`src/rtl/cs_seq_pkg.sv`:
```
package cs_seq_pkg;

  typedef enum logic [2:0] {
    ST_IDLE  = 3'd0,
    ST_SETUP = 3'd1,
    ST_SHIFT = 3'd2,
    ST_TAIL  = 3'd3,
    ST_GAP   = 3'd4,
    ST_HELD  = 3'd5
  } seq_state_t;

  localparam int CMP_W = 16;

  // count has reached a programmed limit (limit 0 is reached at once)
  function automatic logic reached(input logic [CMP_W-1:0] cnt,
                                   input logic [CMP_W-1:0] lim);
    return cnt >= lim;
  endfunction

  // last cycle of a pause that lasts len cycles, counted from 0
  function automatic logic gap_over(input logic [CMP_W-1:0] cnt,
                                    input logic [CMP_W-1:0] len);
    return (cnt + 1'b1) >= len;
  endfunction

endpackage

```
`src/rtl/cs_delay_cnt.sv`:
```
module cs_delay_cnt #(
  parameter int W = 9
) (
  input  logic         clk,
  input  logic         rst_n,
  input  logic         clr,
  output logic [W-1:0] q
);

  always_ff @(posedge clk or negedge rst_n) begin
    if (!rst_n)          q <= '0;
    else if (clr)        q <= '0;
    else if (q != '1)    q <= q + 1'b1;
  end

  // the delay counter advances by one each cycle until it saturates
  p_cnt_step_r3: assert property (@(posedge clk) disable iff (!rst_n)
    (!clr && q != '1) |=> q == W'($past(q) + 1'b1));

endmodule

```
`src/rtl/cs_ready_mon.sv`:
```
module cs_ready_mon
  import cs_seq_pkg::*;
#(
  parameter int DLY_W = 8,
  parameter int CNT_W = 9
) (
  input  logic             clk,
  input  logic             rst_n,
  input  logic             in_setup,
  input  logic             in_tail,
  input  logic [CNT_W-1:0] cnt,
  input  logic [DLY_W-1:0] c2t,
  input  logic [DLY_W-1:0] t2c,
  input  logic [DLY_W-1:0] t2e,
  input  logic [DLY_W-1:0] c2e,
  input  logic             timer_dis,
  input  logic             wait_en,
  input  logic             rdy,
  output logic             setup_go,
  output logic             setup_tmo,
  output logic             tail_go,
  output logic             tail_dsy
);

  logic c2t_ok, t2c_ok;

  always_comb begin
    c2t_ok    = timer_dis || reached(CMP_W'(cnt), CMP_W'(c2t));
    t2c_ok    = timer_dis || reached(CMP_W'(cnt), CMP_W'(t2c));
    setup_go  = in_setup && c2t_ok && (!wait_en || rdy);
    setup_tmo = in_setup && wait_en && !rdy && reached(CMP_W'(cnt), CMP_W'(c2e));
    tail_go   = in_tail && t2c_ok && (!wait_en || !rdy);
    tail_dsy  = in_tail && wait_en && rdy && reached(CMP_W'(cnt), CMP_W'(t2e));
  end

  // with the handshake on, the word never starts without ready
  p_go_needs_rdy_r8: assert property (@(posedge clk) disable iff (!rst_n)
    (setup_go && wait_en) |-> rdy);

  // with the handshake on, the tail only ends once ready is released
  p_tail_release_r10: assert property (@(posedge clk) disable iff (!rst_n)
    (tail_go && wait_en) |-> !rdy);

  // a timeout and a start never coincide
  p_tmo_or_go_r9: assert property (@(posedge clk) disable iff (!rst_n)
    !(setup_go && setup_tmo));

endmodule

```
`src/rtl/cs_line_drv.sv`:
```
module cs_line_drv #(
  parameter int NUM_CS = 8
) (
  input  logic              cs_act,
  input  logic [NUM_CS-1:0] sel,
  input  logic [NUM_CS-1:0] pin_en,
  output logic [NUM_CS-1:0] cs_n
);

  for (genvar i = 0; i < NUM_CS; i++) begin : g_line
    assign cs_n[i] = !(cs_act && pin_en[i] && !sel[i]);
  end

endmodule

```
`src/rtl/cs_timing_seq.sv`:
```
module cs_timing_seq
  import cs_seq_pkg::*;
#(
  parameter int NUM_CS = 8,
  parameter int DLY_W  = 8,
  parameter int WDLY_W = 6
) (
  input  logic              clk,
  input  logic              rst_n,
  input  logic [NUM_CS-1:0] pin_en,
  input  logic [DLY_W-1:0]  cfg_c2t,
  input  logic [DLY_W-1:0]  cfg_t2c,
  input  logic [DLY_W-1:0]  cfg_t2e,
  input  logic [DLY_W-1:0]  cfg_c2e,
  input  logic [WDLY_W-1:0] cfg_wdelay,
  input  logic              cfg_timer_dis,
  input  logic              cfg_wait_en,
  input  logic              req_valid,
  input  logic [NUM_CS-1:0] req_sel,
  input  logic              req_hold,
  input  logic              req_wdel_en,
  output logic              req_ready,
  output logic              shift_start,
  input  logic              shift_done,
  input  logic              slv_rdy,
  output logic [NUM_CS-1:0] cs_n,
  output logic              err_timeout,
  output logic              err_desync
);

  localparam int CNT_W = ((DLY_W > WDLY_W) ? DLY_W : WDLY_W) + 1;

  seq_state_t        state_q, state_d;
  logic [NUM_CS-1:0] sel_q;
  logic              hold_q, wdel_q;
  logic              tmo_q, dsy_q;
  logic              accept, tmo_d, dsy_d;
  logic              cnt_clr, cs_act;
  logic [CNT_W-1:0]  cnt_q;
  logic              setup_go, setup_tmo, tail_go, tail_dsy;
  logic              gap_wanted;

  cs_delay_cnt #(.W(CNT_W)) u_cnt (
    .clk   (clk),
    .rst_n (rst_n),
    .clr   (cnt_clr),
    .q     (cnt_q)
  );

  cs_ready_mon #(.DLY_W(DLY_W), .CNT_W(CNT_W)) u_mon (
    .clk       (clk),
    .rst_n     (rst_n),
    .in_setup  (state_q == ST_SETUP),
    .in_tail   (state_q == ST_TAIL),
    .cnt       (cnt_q),
    .c2t       (cfg_c2t),
    .t2c       (cfg_t2c),
    .t2e       (cfg_t2e),
    .c2e       (cfg_c2e),
    .timer_dis (cfg_timer_dis),
    .wait_en   (cfg_wait_en),
    .rdy       (slv_rdy),
    .setup_go  (setup_go),
    .setup_tmo (setup_tmo),
    .tail_go   (tail_go),
    .tail_dsy  (tail_dsy)
  );

  cs_line_drv #(.NUM_CS(NUM_CS)) u_drv (
    .cs_act (cs_act),
    .sel    (sel_q),
    .pin_en (pin_en),
    .cs_n   (cs_n)
  );

  assign gap_wanted = wdel_q && (cfg_wdelay != '0);

  always_comb begin
    state_d = state_q;
    accept  = 1'b0;
    tmo_d   = 1'b0;
    dsy_d   = 1'b0;
    case (state_q)
      ST_IDLE, ST_HELD: begin
        if (req_valid) begin
          accept  = 1'b1;
          state_d = ST_SETUP;
        end
      end
      ST_SETUP: begin
        if (setup_go) begin
          state_d = ST_SHIFT;
        end else if (setup_tmo) begin
          state_d = ST_IDLE;
          tmo_d   = 1'b1;
        end
      end
      ST_SHIFT: begin
        if (shift_done) state_d = ST_TAIL;
      end
      ST_TAIL: begin
        if (tail_go) begin
          if (gap_wanted)  state_d = ST_GAP;
          else if (hold_q) state_d = ST_HELD;
          else             state_d = ST_IDLE;
        end else if (tail_dsy) begin
          state_d = ST_IDLE;
          dsy_d   = 1'b1;
        end
      end
      ST_GAP: begin
        if (gap_over(CMP_W'(cnt_q), CMP_W'(cfg_wdelay)))
          state_d = hold_q ? ST_HELD : ST_IDLE;
      end
      default: state_d = ST_IDLE;
    endcase
  end

  assign cnt_clr     = (state_d != state_q);
  assign req_ready   = (state_q == ST_IDLE) || (state_q == ST_HELD);
  assign shift_start = setup_go;
  assign cs_act      = (state_q == ST_SETUP) || (state_q == ST_SHIFT) ||
                       (state_q == ST_TAIL)  ||
                       (((state_q == ST_GAP) || (state_q == ST_HELD)) && hold_q);
  assign err_timeout = tmo_q;
  assign err_desync  = dsy_q;

  always_ff @(posedge clk or negedge rst_n) begin
    if (!rst_n) begin
      state_q <= ST_IDLE;
      sel_q   <= '1;
      hold_q  <= 1'b0;
      wdel_q  <= 1'b0;
      tmo_q   <= 1'b0;
      dsy_q   <= 1'b0;
    end else begin
      state_q <= state_d;
      tmo_q   <= tmo_d;
      dsy_q   <= dsy_d;
      if (accept) begin
        sel_q  <= req_sel;
        hold_q <= req_hold;
        wdel_q <= req_wdel_en;
      end
    end
  end

  // idle means every select line is released
  p_idle_released_r1: assert property (@(posedge clk) disable iff (!rst_n)
    (state_q == ST_IDLE) |-> (cs_n == '1));

  // a start pulse hands the word to the shift engine
  p_start_to_shift_r3: assert property (@(posedge clk) disable iff (!rst_n)
    shift_start |=> (state_q == ST_SHIFT));

  // the sequencer stays with the word until the engine reports done
  p_wait_done_r5: assert property (@(posedge clk) disable iff (!rst_n)
    (state_q == ST_SHIFT && !shift_done) |=> (state_q == ST_SHIFT));

  // the held state is only reached for a word that asked for hold
  p_held_has_hold_r6: assert property (@(posedge clk) disable iff (!rst_n)
    (state_q == ST_HELD) |-> hold_q);

  // a timeout releases all lines and reopens the request side
  p_tmo_release_r9: assert property (@(posedge clk) disable iff (!rst_n)
    err_timeout |-> (cs_n == '1 && req_ready));

  // a desync releases all lines
  p_dsy_release_r10: assert property (@(posedge clk) disable iff (!rst_n)
    err_desync |-> (cs_n == '1));

  // the two error flags never fire together
  p_err_excl_r10: assert property (@(posedge clk) disable iff (!rst_n)
    $onehot0({err_timeout, err_desync}));

  // a request during a word does not disturb the latched selection
  p_busy_ignore_r11: assert property (@(posedge clk) disable iff (!rst_n)
    (!req_ready && req_valid) |=> $stable(sel_q));

endmodule

```
`config.mk`:
```
export PLATFORM = sky130hd
export DESIGN_NAME = cs_timing_seq
export DESIGN_NICKNAME = d
export VERILOG_FILES = /design/src/rtl/cs_seq_pkg.sv /design/src/rtl/cs_delay_cnt.sv /design/src/rtl/cs_ready_mon.sv /design/src/rtl/cs_line_drv.sv /design/src/rtl/cs_timing_seq.sv
export SDC_FILE = /design/constraint.sdc
export NUM_CORES = 1
export LEC_CHECK = 0
export ABC_AREA = 1
export BUFFER_PORTS_ARGS = -buffer_cell sky130_fd_sc_hd__buf_2
export CORE_ASPECT_RATIO = 0.5
export CORE_UTILIZATION = 26
export CTS_BUF_LIST = sky130_fd_sc_hd__clkbuf_8
export DETAILED_ROUTE_END_ITERATION = 8
export PLACE_DENSITY = 0.48
export SLEW_MARGIN = 0
export SYNTH_ARGS = -nofsm -noshare
export SYNTH_HDL_FRONTEND = slang
export SYNTH_SLANG_ARGS = --single-unit
```
`constraint.sdc`:
```
create_clock -name clk -period 3.4 [get_ports clk]
set_clock_uncertainty 0.1 [all_clocks]
set_input_delay 0.68 -clock clk [delete_from_list [all_inputs] [get_ports clk]]
set_output_delay 0.68 -clock clk [all_outputs]
set_load 0.005 [all_outputs]
```
==> impl_results.md, run 1 <==
* Reg area at ~610 µm²
* Die width at approximately 140 µm
* # DRC at 0
* Final setup TNS at 0 ns
* Slowest cell on crit path: dfrtp_1
* Vias in the first global route at around 2300
* VDD IR max at 170 µV
* Net count after synthesis at 489
* Final worst path period need at around 2.8 ns
* Detailed Place HPWL at between 5 and 6 mm
* Dpl cell area at 3070 µm²
* Core Rows at 25
* Die area at slightly above 10000 µm²
* Antenna diodes at 0
* H-tree levels at 1
* CTS tree: done
* RSZ-0062 raised after global routing: false
* Initial Util at 0.268
* Slew HR at 0.367
* CP max stage delay at around 0.51 ns
* Placed cell count at just under 600
* Synthesized area at between 2000 and 3000 µm²
* Fill cell count at 1086
* Yosys warns at 0
* Final slew viol count at 0
* Ports at 75
* Seq/Total Area, Yosys at 0.240
* Global placement routability congestion at 0.802
* Max Clk Rate at between 300 and 400 MHz
* Worst-path clk slew at ~0.090 ns
* Layout Area Growth over Synthesis at 22.5%
* DR vias at around 2400
* DRT Wirelength at 6.26 mm
* Worst R2R Start: u_cnt.q[0]$_DFFE_PN0P_
* Crit path arrival time at between 2 and 2.5 ns
* Post-CTS sizing at 0
* CTS Buf Count at 3
* All-Layer GR Usage at 0.131
* Ratio of cells with drive above 1 in the final layout at 0.204
* Post-synthesis register bit count at 24
* Core Footprint at about 9500 µm²
* R2R Setup Slk at ~0.62 ns
* CTS Root Cell: clkbuf_8
* Critical path depth in cells at 8
* Final Hold Violating Endpoints at 0
* Maximum clock path buffer count at 2
* Min-Delay Path Class: input port to asynchronous set/reset pin
* Crit path top cell by count: nand2_1
* CP Class: flip-flop to output port
* Syn Inst Count at about 390
* DR iter-0 viols at 71
* Initial DRT Pass Iterations at 4
* Setup-failing EPs final at 0
* Status: finished clean
* Setup crit end kind: output port
* Syn_area_per_cell at ~6.6 µm²
* Routed wire per std cell at approximately 11 µm
* Final non-filler cell area at roughly 3100 µm²
* Worst-Margin Slew at roughly 0.94 ns
* Post-route ant nets at 0
* Synth unique cells at 27
* Buf/Inv on CP at 2
* Crit path max-delay family: simple AND/OR/NAND/NOR gates
* Total power at approximately 0.0012 W
* Critical Path Start Type: flip-flop
* Fin crit share at 0.821
* Worst EP required at ~2.6 ns
* Clk_lat worst skew at 0.27 ns
* CTS Hold Bufs at 0
* Max-cap violations at 0
* Setup Buffers After CTS at 0
* Crit path max fanout at 7
* Port bufs at 74
* Crit-path cells: ha_1, nand2_1, nor3_1, nand3b_1, nand4_1, nand2_1, inv_1, buf_2
* Nets@finish at between 500 and 600
* Largest net degree at the start of global routing at 25
* PD cells at 399 nW/µm²
* Vias per inst at about 4.0
* Worst Reg2Reg Path Length in Cells at 18
* # clock sinks at 24
* Finished Layout Cells at roughly 600
* Area of the multi-input gates at 1600 µm²
* Global-route wire length before repair at approximately 11 mm
* Initial antenna violation count at 0
* Die Span Y at between 70 and 80 µm
* Gr ovfl total at 0
* R2R Path End: u_cnt.q[3]$_DFFE_PN0P_
* LEAKAGE at ~1.8 nW
per-stage QoR:
stage | util | hold WS, ns | setup slack [ns]
final | 0.329 | 0.293 | 0.609
after global routing | 0.329 | 0.335 | 0.137
after CTS | 0.329 | 0.315 | 0.577
after detailed placement | 0.324 | 0.401 | 0.618
after global placement | 0.324 | 0.402 | 0.634
after floorplan | - | 0.284 | 0.930
worst max path at each step:
stage                           startpoint                endpoint  slack (ns)
floorplan           u_cnt.q[2]$_DFFE_PN0P_  u_cnt.q[3]$_DFFE_PN0P_        0.93
CTS                 u_cnt.q[0]$_DFFE_PN0P_  u_cnt.q[5]$_DFFE_PN0P_        0.58
detailed placement  u_cnt.q[0]$_DFFE_PN0P_  u_cnt.q[5]$_DFFE_PN0P_        0.62
global placement                cfg_c2t[7]             shift_start        0.63
global route        u_cnt.q[0]$_DFFE_PN0P_  u_cnt.q[6]$_DFFE_PN0P_        0.14
finish              u_cnt.q[6]$_DFFE_PN0P_             shift_start        0.61
report_power, final:
part           leakage, nW  switching [W]  internal [W]
registers            0.296      0.0000445      0.000398
logic                 1.51       0.000386      0.000246
clock network       0.0269      0.0000891     0.0000807
metal layers:
metal	routed length, µm	share of wire	vias up	GRT usage
li1	-	-	1362	-
met1	3380	0.54	988	0.186
met2	2550	0.41	53	0.215
met3	303	0.048	2	0.0238
met4	27	0.0043	0	0.0143
met5	0	0	-	0
worst register-to-register path: cells and delay by family, from the launching register on:
family	cells	cell delay (ns)
AND/OR/NAND/NOR	11	1.08
adder cells (fa/ha/maj)	1	0.28
XOR/XNOR	1	0.22
buffers and inverters	3	0.29
flip-flops	1	0.43
AO/OA/AOI/OAI	2	0.30
registers in the layout (all words and copies together), names as in the netlist:
name and count:
sel_q 8, hold_q 1, wdel_q 1, err_timeout 1, state_q 3, u_cnt.q 9, err_desync 1
Yosys cell counts, drive strengths merged:
master	instances	area [µm²]
inv	84	315
a21oi	13	65.1
nand3b	8	60.1
buf	1	7.51
dfstp	8	210
dfrtp	16	400
o21a	1	7.51
ha	40	500
nand3	24	138
nand2	104	393
nor3	6	30.0
o21bai	1	7.51
xor2	4	35.0
nand4	9	56.3
clkbuf	3	11.3
nor2	41	166
mux2	1	11.3
o21ai	17	85.1
mux2i	3	30.0
o31ai	1	7.51
or2	1	6.26
cell families after synthesis:
group	after synthesis	share of synthesized area
XOR/XNOR	4	0.0138
AO/OA/AOI/OAI	33	0.0679
adder cells (fa/ha/maj)	40	0.197
AND/OR/NAND/NOR	193	0.334
buffers and inverters	88	0.131
multiplexers	4	0.0162
flip-flops	24	0.240
final cells by class:
type	instances	area share
clock buffers	3	0.0132
clock inverters	1	0.00120
inverters	84	0.101
multi-input cells	274	0.513
flip-flops and latches	24	0.196
well taps	135	0.0542
repair buffers	75	0.121
cell usage in the layout (no fill, tap or decap):
master	netlist	layout
ha_1	40	40
nand3_1	22	22
nand4_1	9	9
dfstp_2	8	8
nor3_1	6	6
nor2_4	1	1
buf_4	1	1
nand3b_1	8	8
nand2_2	1	1
o31ai_1	1	1
buf_2	0	74
nand3_2	1	1
a21oi_1	13	13
or2_0	1	1
nor2_2	2	2
o21bai_1	1	1
mux2i_1	3	3
inv_1	83	84
xor2_1	4	4
o21a_1	1	1
dfrtp_1	16	16
nand2_1	103	103
mux2_2	1	1
inv_2	1	1
o21ai_0	17	17
clkbuf_8	0	3
nand3_4	1	1
nor2_1	38	38
Note: power is estimated with default switching activity, not from simulation.
==> run 2: changes to the inputs <==
--- a/config.mk
+++ b/config.mk
@@ -11,7 +11,7 @@
 export CORE_UTILIZATION = 26
 export CTS_BUF_LIST = sky130_fd_sc_hd__clkbuf_8
 export DETAILED_ROUTE_END_ITERATION = 8
-export PLACE_DENSITY = 0.48
+export PLACE_DENSITY = 0.49
 export SLEW_MARGIN = 0
 export SYNTH_ARGS = -nofsm -noshare
 export SYNTH_HDL_FRONTEND = slang
==> constraint.sdc (replaced) <==
create_clock -name clk -period 2.25 [get_ports clk]
set_clock_uncertainty 0.1 [all_clocks]
set_input_delay 0.45 -clock clk [delete_from_list [all_inputs] [get_ports clk]]
set_output_delay 0.45 -clock clk [all_outputs]
set_load 0.005 [all_outputs]
==> impl_results.md, run 2 (synthesis gave the netlist of run 1 again) <==
* Status: complete, but fails checks (was finished clean)
* Failing checks: negative setup slack
* Crit path max fanout at 5 (was 7)
* Min-Delay Path Class: input port to asynchronous set/reset pin (unchanged)
* Grt peak-use layer: met2 (unchanged)
* Critical Path Start Type: flip-flop (unchanged)
* Commonest non-fill, non-tap cell in the layout: nand2_1 (unchanged)
* Ports at 75 (unchanged)
* H-tree levels at 1 (unchanged)
* Core Footprint at 9480 µm² (unchanged)
* Nets@finish at 602 (was 565)
* Layout Area Growth over Synthesis at 37.9% (was 22.5%)
* Largest register FFs at 9 (unchanged)
* Ratio of cells with drive above 1 in the final layout at 0.313 (was 0.204)
* Crit path max-delay family: simple AND/OR/NAND/NOR gates (unchanged)
* # DRC at 0 (unchanged)
* # clock sinks at 24 (unchanged)
* RSZ-0062 raised after global routing: true (was false)
* Crit-path cells: buf_4, ha_1, nand2_1, inv_1, nand2_1, nand2_1, a21oi_1, nand4_1, nand2_2, inv_1, buf_2 (was ha_1, nand2_1, nor3_1, nand3b_1, nand4_1, nand2_1, inv_1, buf_2)
* Setup crit end kind: output port (unchanged)
* Vias in the first global route at 2493 (was 2312)
* Clk_lat worst skew at 0.27 ns (about the same)
* PD cells at 602 nW/µm² (was 399 nW/µm²)
* Maximum clock path buffer count at 2 (unchanged)
* Final non-filler cell area at 3510 µm² (was 3120 µm²)
* Setup-failing EPs final at 11 (was 0)
* Most frequent cells in the layout: nand2_1 (98), inv_1 (80), buf_2 (74) (was nand2_1 (103), inv_1 (84), buf_2 (74))
* Crit path top cell by count: nand2_1 (unchanged)
* VDD IR max at 302 µV (was 170 µV)
* Slew HR at 0.556 (was 0.367)
* Post-route ant nets at 0 (unchanged)
* Buf/Inv on CP at 4 (was 2)
* Initial antenna violation count at 0 (unchanged)
* Most flops, register: u_cnt.q (unchanged)
* Die Span Y at 71.9 µm (unchanged)
* Dpl cell area at 3320 µm² (was 3070 µm²)
* Setup WS pre-CTS at -0.353 ns (was 0.618 ns)
* Worst-path clk slew at 0.09 ns (about the same)
* CTS Buf Count at 3 (unchanged)
* Fin crit share at 1.15
* Routed wire per std cell at 10.5 µm (about the same)
* Initial DRT Pass Iterations at 4 (unchanged)
* Die area at 10200 µm² (unchanged)
* Vias per inst at 4.09 (was 4.04)
* CP Class: flip-flop to output port (unchanged)
* R2R Setup Slk at -0.30 ns (was 0.62 ns)
* Top Registers: u_cnt.q (9), sel_q (8), state_q (3) (unchanged)
* Final slew viol count at 0 (unchanged)
* Detailed Place HPWL at 5.48 mm (was 5.29 mm)
* CTS Hold Bufs at 0 (unchanged)
* Max Clk Rate at approximately 390 MHz
* Port bufs at 74 (unchanged)
* Die width at 142 µm (unchanged)
* CTS tree: done (unchanged)
* Final worst path period need at 2.58 ns
* Worst setup margin at -0.329 ns (was 0.609 ns)
* CP max stage delay at 0.43 ns (was 0.51 ns)
* Grt met2 use at 0.236 (was 0.215)
* Global-route wire length before repair at 10.9 mm (was 10.6 mm)
* Crit path arrival time at 2.03 ns (was 2.01 ns)
* Largest net degree at the start of global routing at 25 (unchanged)
* Worst EP required at 1.70 ns (was 2.62 ns)
* CTS Root Cell: clkbuf_8 (unchanged)
* Gr ovfl total at 0 (unchanged)
* Initial Util at 0.268 (unchanged)
* Max-cap violations at 0 (unchanged)
* Worst-Margin Slew at 0.662 ns (was 0.942 ns)
* Core Rows at 25 (unchanged)
* Final Hold Violating Endpoints at 0 (unchanged)
* All-Layer GR Usage at 0.134 (was 0.131)
* Slowest cell on crit path: dfrtp_1 (unchanged)
* DR iter-0 viols at 56 (was 71)
* DR vias at 2586 (was 2405)
* GRT met3 Usage at 0.0238 (unchanged)
* M1 GR Usage at 0.177 (was 0.186)
* Global placement routability congestion at 0.791 (was 0.802)
* LEAKAGE at 2.02 nW (was 1.84 nW)
* DRT Wirelength at 6.65 mm (was 6.26 mm)
* Antenna diodes at 0 (unchanged)
==> run 2: cell count changes in the layout (fill, tap and decap cells not counted), sizes merged <==
cell,delta
nand3,+1
inv,-1
clkinv,+1
buf,+36
==> run 2: where the power goes <==
| group | leakage, nW | switching, W | internal [W] |
|---|---|---|---|
| sequential | 0.293 | 0.0000677 | 0.000602 |
| combinational | 1.71 | 0.000669 | 0.000510 |
| clock | 0.0231 | 0.000141 | 0.000122 |
| total | 2.02 | 0.000878 | 0.00123 |
==> run 2: worst paths after layout <==
| path | start | endpoint | cells after the start |
|---|---|---|---|
| min | rst_n | err_timeout$_DFF_PN0_ | 1 |
| max | u_cnt.q[3]$_DFFE_PN0P_ | shift_start | 11 |
| min in group clk | req_sel[2] | sel_q[2]$_DFFE_PN1P_ | 3 |
| min reg2reg | sel_q[7]$_DFFE_PN1P_ | sel_q[7]$_DFFE_PN1P_ | 2 |
| max in group asynchronous | rst_n | u_cnt.q[2]$_DFFE_PN0P_ | 1 |
| max reg2reg | u_cnt.q[1]$_DFFE_PN0P_ | u_cnt.q[4]$_DFFE_PN0P_ | 18 |
==> run 2: metal layers <==
metal,vias to the layer above,wire length (µm)
li1,1442,-
met1,1088,3500
met2,54,2790
met3,2,336
met4,0,27
met5,-,0
==> run 2: layout make-up <==
class / count / area [µm²]
fillers: 1049 / 5970
multi-input cells: 275 / 1710
repair buffers: 111 / 652
flip-flops and latches: 24 / 613
inverters: 84 / 315
well taps: 135 / 169
clock buffers: 3 / 41.3
clock inverters: 1 / 3.75
==> run 2: repair_timing <==
item	4_1_cts	5_1_grt
setup endpoints to repair	20	21
gates resized for setup	8	18
endpoints found under the hold margin	0	0
buffers inserted	2	2
cloned	1	0
pin swaps	0	14
==> run 2: metrics by stage <==
stage	hold WS (ns)	TNS, ns	util	total power (W)	std cells
finish	0.0627	-3.02	0.370	0.00211	633
global route	0.108	-6.69	0.370	0.00233	633
CTS	0.0871	-3.63	0.360	0.00211	631
detailed placement	0.385	-3.32	0.350	0.00175	625
global placement	0.382	-2.57	0.350	0.00174	625
floorplan	0.0544	-1.45	-	0.00134	386
==> run 3: changes to the inputs <==
--- a/config.mk
+++ b/config.mk
@@ -5,13 +5,12 @@
 export SDC_FILE = /design/constraint.sdc
 export NUM_CORES = 1
 export LEC_CHECK = 0
-export ABC_AREA = 1
 export BUFFER_PORTS_ARGS = -buffer_cell sky130_fd_sc_hd__buf_2
 export CORE_ASPECT_RATIO = 0.5
 export CORE_UTILIZATION = 26
 export CTS_BUF_LIST = sky130_fd_sc_hd__clkbuf_8
 export DETAILED_ROUTE_END_ITERATION = 8
-export PLACE_DENSITY = 0.49
+export PLACE_DENSITY = 0.5
 export SLEW_MARGIN = 0
 export SYNTH_ARGS = -nofsm -noshare
 export SYNTH_HDL_FRONTEND = slang
==> impl_results.md, run 3 <==
* Grt peak-use layer: met2 (unchanged)
* Most instantiated cells after synthesis: ha_1 (40), inv_1 (39), nor2_1 (19) (was nand2_1 (103), inv_1 (83), ha_1 (40))
* Ratio of cells with drive above 1 in the final layout at 0.490 (was 0.313)
* Ports at 75 (unchanged)
* # clock sinks at 24 (unchanged)
* Dpl cell area at 3150 µm² (was 3320 µm²)
* Largest register FFs at 9 (unchanged)
* Post-synthesis register bit count at 24 (unchanged)
* CP Class: flip-flop to flip-flop (was flip-flop to output port)
* All-Layer GR Usage at 0.145 (was 0.134)
* Final slew viol count at 0 (unchanged)
* Crit path arrival time at 2.82 ns (was 2.03 ns)
* Die width at 136 µm (was 142 µm)
* Worst EP required at 2.34 ns (was 1.70 ns)
* Yosys warns at 0 (unchanged)
* CTS Root Cell: clkbuf_8 (unchanged)
* Nets@finish at 494 (was 602)
* # DRC at 0 (unchanged)
* Crit path max-delay family: compound AO/OA/AOI/OAI gates (was simple AND/OR/NAND/NOR gates)
* Layout Area Growth over Synthesis at 52.6% (was 37.9%)
* Total power at 0.00298 W (was 0.00211 W)
* Net count after synthesis at 365 (was 489)
* Detailed Place HPWL at 5.13 mm (was 5.48 mm)
* Top Registers: u_cnt.q (9), sel_q (8), state_q (3) (unchanged)
* Gr ovfl total at 0 (unchanged)
* Final Hold Violating Endpoints at 0 (unchanged)
* Fin crit share at 1.21 (was 1.15)
* Worst setup margin at -0.475 ns (was -0.329 ns)
* Final non-filler cell area at 3580 µm² (was 3510 µm²)
* CP max stage delay at 0.41 ns (was 0.43 ns)
* Main synth FF type: dfrtp_1 (unchanged)
* Vias per inst at 4.63 (was 4.09)
* Most common cell in the synthesized netlist: ha_1 (was nand2_1)
* Most flops, register: u_cnt.q (unchanged)
* Global-route wire length before repair at 11.0 mm (was 10.9 mm)
* Seq/Total Area, Yosys at 0.260 (was 0.240)
* CTS tree: done (unchanged)
* Cell taking the most area after synthesis: ha_1 (unchanged)
* Initial antenna violation count at 0 (unchanged)
* Antenna diodes at 0 (unchanged)
* Most frequent cells in the layout: buf_2 (74), buf_4 (46), inv_1 (37) (was nand2_1 (98), inv_1 (80), buf_2 (74))
* Maximum clock path buffer count at 2 (unchanged)
* Max Clk Rate at 367 MHz (was 388 MHz)
* Core Footprint at 8740 µm² (was 9480 µm²)
* Slew HR at 0.633 (was 0.556)
* Synth unique cells at 54 (was 27)
* Critical Path Start Type: flip-flop (unchanged)
* Crit path max fanout at 5 (unchanged)
* Largest net degree at the start of global routing at 25 (unchanged)
* Initial DRT Pass Iterations at 4 (unchanged)
* Grt met2 use at 0.249 (was 0.236)
* GRT met3 Usage at 0.0154 (was 0.0238)
* Syn_area_per_cell at 8.96 µm² (was 6.59 µm²)
* DRT Wirelength at 6.69 mm (was 6.65 mm)
* Initial Util at 0.269 (was 0.268)
* PD cells at 831 nW/µm² (was 602 nW/µm²)
* Die Span Y at 69.2 µm (was 71.9 µm)
* Clk_lat worst skew at 0.27 ns (about the same)
* Setup-failing EPs final at 13 (was 11)
* Buf/Inv on CP at 2 (was 4)
* RSZ-0062 raised after global routing: true (unchanged)
* Top post-synthesis cells by area: ha_1 (21%), dfrtp_1 (17%), dfstp_2 (9.0%) (was ha_1 (20%), dfrtp_1 (16%), nand2_1 (15%))
* Port bufs at 74 (unchanged)
* Slowest cell on crit path: dfrtp_1 (unchanged)
* Status: complete, but fails checks (unchanged)
* DR vias at 2348 (was 2586)
* Setup WS pre-CTS at -0.570 ns (was -0.353 ns)
* Core Rows at 24 (was 25)
* LEAKAGE at 1.85 nW (was 2.02 nW)
* Vias in the first global route at 2421 (was 2493)
* Routed wire per std cell at 13.2 µm (was 10.5 µm)
* Top-area cell type share of the netlist area at 0.213 (was 0.197)
* Ys async rst share at 1.00 (unchanged)
* Global placement routability congestion at 0.805 (was 0.791)
* VDD IR max at 445 µV (was 302 µV)
* Fin Hold WS at 0.0508 ns (was 0.0627 ns)
* Setup crit end kind: flip-flop (was output port)
* Post-route ant nets at 0 (unchanged)
* Worst-Margin Slew at 0.551 ns (was 0.662 ns)
* H-tree levels at 1 (unchanged)
* Number of synthesized flops with an enable pin at 0 (unchanged)
* Syn Inst Count at 262 (was 386)
* Final worst path period need at 2.73 ns (was 2.58 ns)
* Synthesized area at 2350 µm² (was 2540 µm²)
* Max-cap violations at 0 (unchanged)
* M1 GR Usage at 0.198 (was 0.177)
* DR iter-0 viols at 145 (was 56)
* Failing checks: negative setup slack (unchanged)
* Die area at 9440 µm² (was 10200 µm²)
* Commonest non-fill, non-tap cell in the layout: buf_2 (was nand2_1)
* Crit-path cells: and2_4, buf_4, nand4_1, xnor2_1, ha_1, o211ai_1, o211a_1, o21ai_1, a221oi_2, o22ai_2, buf_6, nor3_2 (was buf_4, ha_1, nand2_1, inv_1, nand2_1, nand2_1, a21oi_1, nand4_1, nand2_2, inv_1, buf_2)
* Worst-path clk slew at 0.09 ns (about the same)
* CTS Buf Count at 3 (unchanged)
* Min-Delay Path Class: input port to asynchronous set/reset pin (unchanged)
run 3: changes by cell type in the layout (fill, tap and decap cells not counted), sizes merged, moves of 6 or more:
cell    delta
a21oi      -6
buf       +17
inv       -46
mux2       +8
nand2     -98
nand2b     +6
nand3     -17
nor2      -22
nor3      +10
o21ai      -8
xnor2      +9
run 3: stage by stage:
| stage | util | setup TNS [ns] | std cells |
|---|---|---|---|
| final | 0.410 | -5.26 | 507 |
| after detailed placement | 0.360 | -5.47 | 489 |
| after global placement | 0.360 | -4.64 | 489 |
| after CTS | 0.397 | -5.20 | 502 |
| after floorplan | - | -3.01 | 262 |
| after global routing | 0.410 | -7.69 | 507 |
run 3: timing repair:
item / in CTS / in global routing
endpoints found under the setup margin: 14 / 14
gates resized for setup: 35 / 16
buffers inserted: 9 / 4
hold buffers: 0 / 0
cloned: 1 / 1
pin swaps: 9 / 11
run 3: metal layers:
| layer | wire, µm | vias up |
|---|---|---|
| met4 | 43 | 0 |
| met3 | 371 | 4 |
| li1 | - | 1196 |
| met5 | 0 | - |
| met2 | 3150 | 58 |
| met1 | 3130 | 1090 |
run 3: layout make-up:
class                           instances  area [µm²]
Clock buffer                            4        55.1
Multi-Input combinational cell        195        1820
Timing Repair Buffer                  128         806
Fill cell                             869        5150
Tap cell                              117         146
Sequential cell                        24         611
Inverter                               39         150
run 3: worst paths after layout:
kind                                        start                      to  slack [ns]  cells past startpoint
max in group asynchronous                   rst_n  u_cnt.q[4]$_DFFE_PN0P_        1.63                      1
min reg2reg                    wdel_q$_DFFE_PN0P_      wdel_q$_DFFE_PN0P_        0.43                      1
max reg2reg                u_cnt.q[0]$_DFFE_PN0P_  u_cnt.q[2]$_DFFE_PN0P_       -0.48                     12
min in group clk                         req_hold      hold_q$_DFFE_PN0P_        0.28                      3
min                                         rst_n      wdel_q$_DFFE_PN0P_        0.05                      1
max                        u_cnt.q[0]$_DFFE_PN0P_  u_cnt.q[2]$_DFFE_PN0P_       -0.48                     12
run 3: logic make-up after synthesis:
| logic type | Yosys count | share of synthesized area |
|---|---|---|
| buf+inv | 44 | 0.0756 |
| flops | 24 | 0.260 |
| mux | 13 | 0.0655 |
| fa+ha+maj | 40 | 0.213 |
| simple gates | 84 | 0.195 |
| xor+xnor | 12 | 0.0448 |
| compound gates | 45 | 0.146 |
run 3: power by group:
part | switching [W] | leakage, nW | internal [W]
clock | 0.000149 | 0.0288 | 0.000157
sequential | 0.0000791 | 0.296 | 0.000617
combinational | 0.000935 | 1.53 | 0.00104
total | 0.00116 | 1.85 | 0.00181
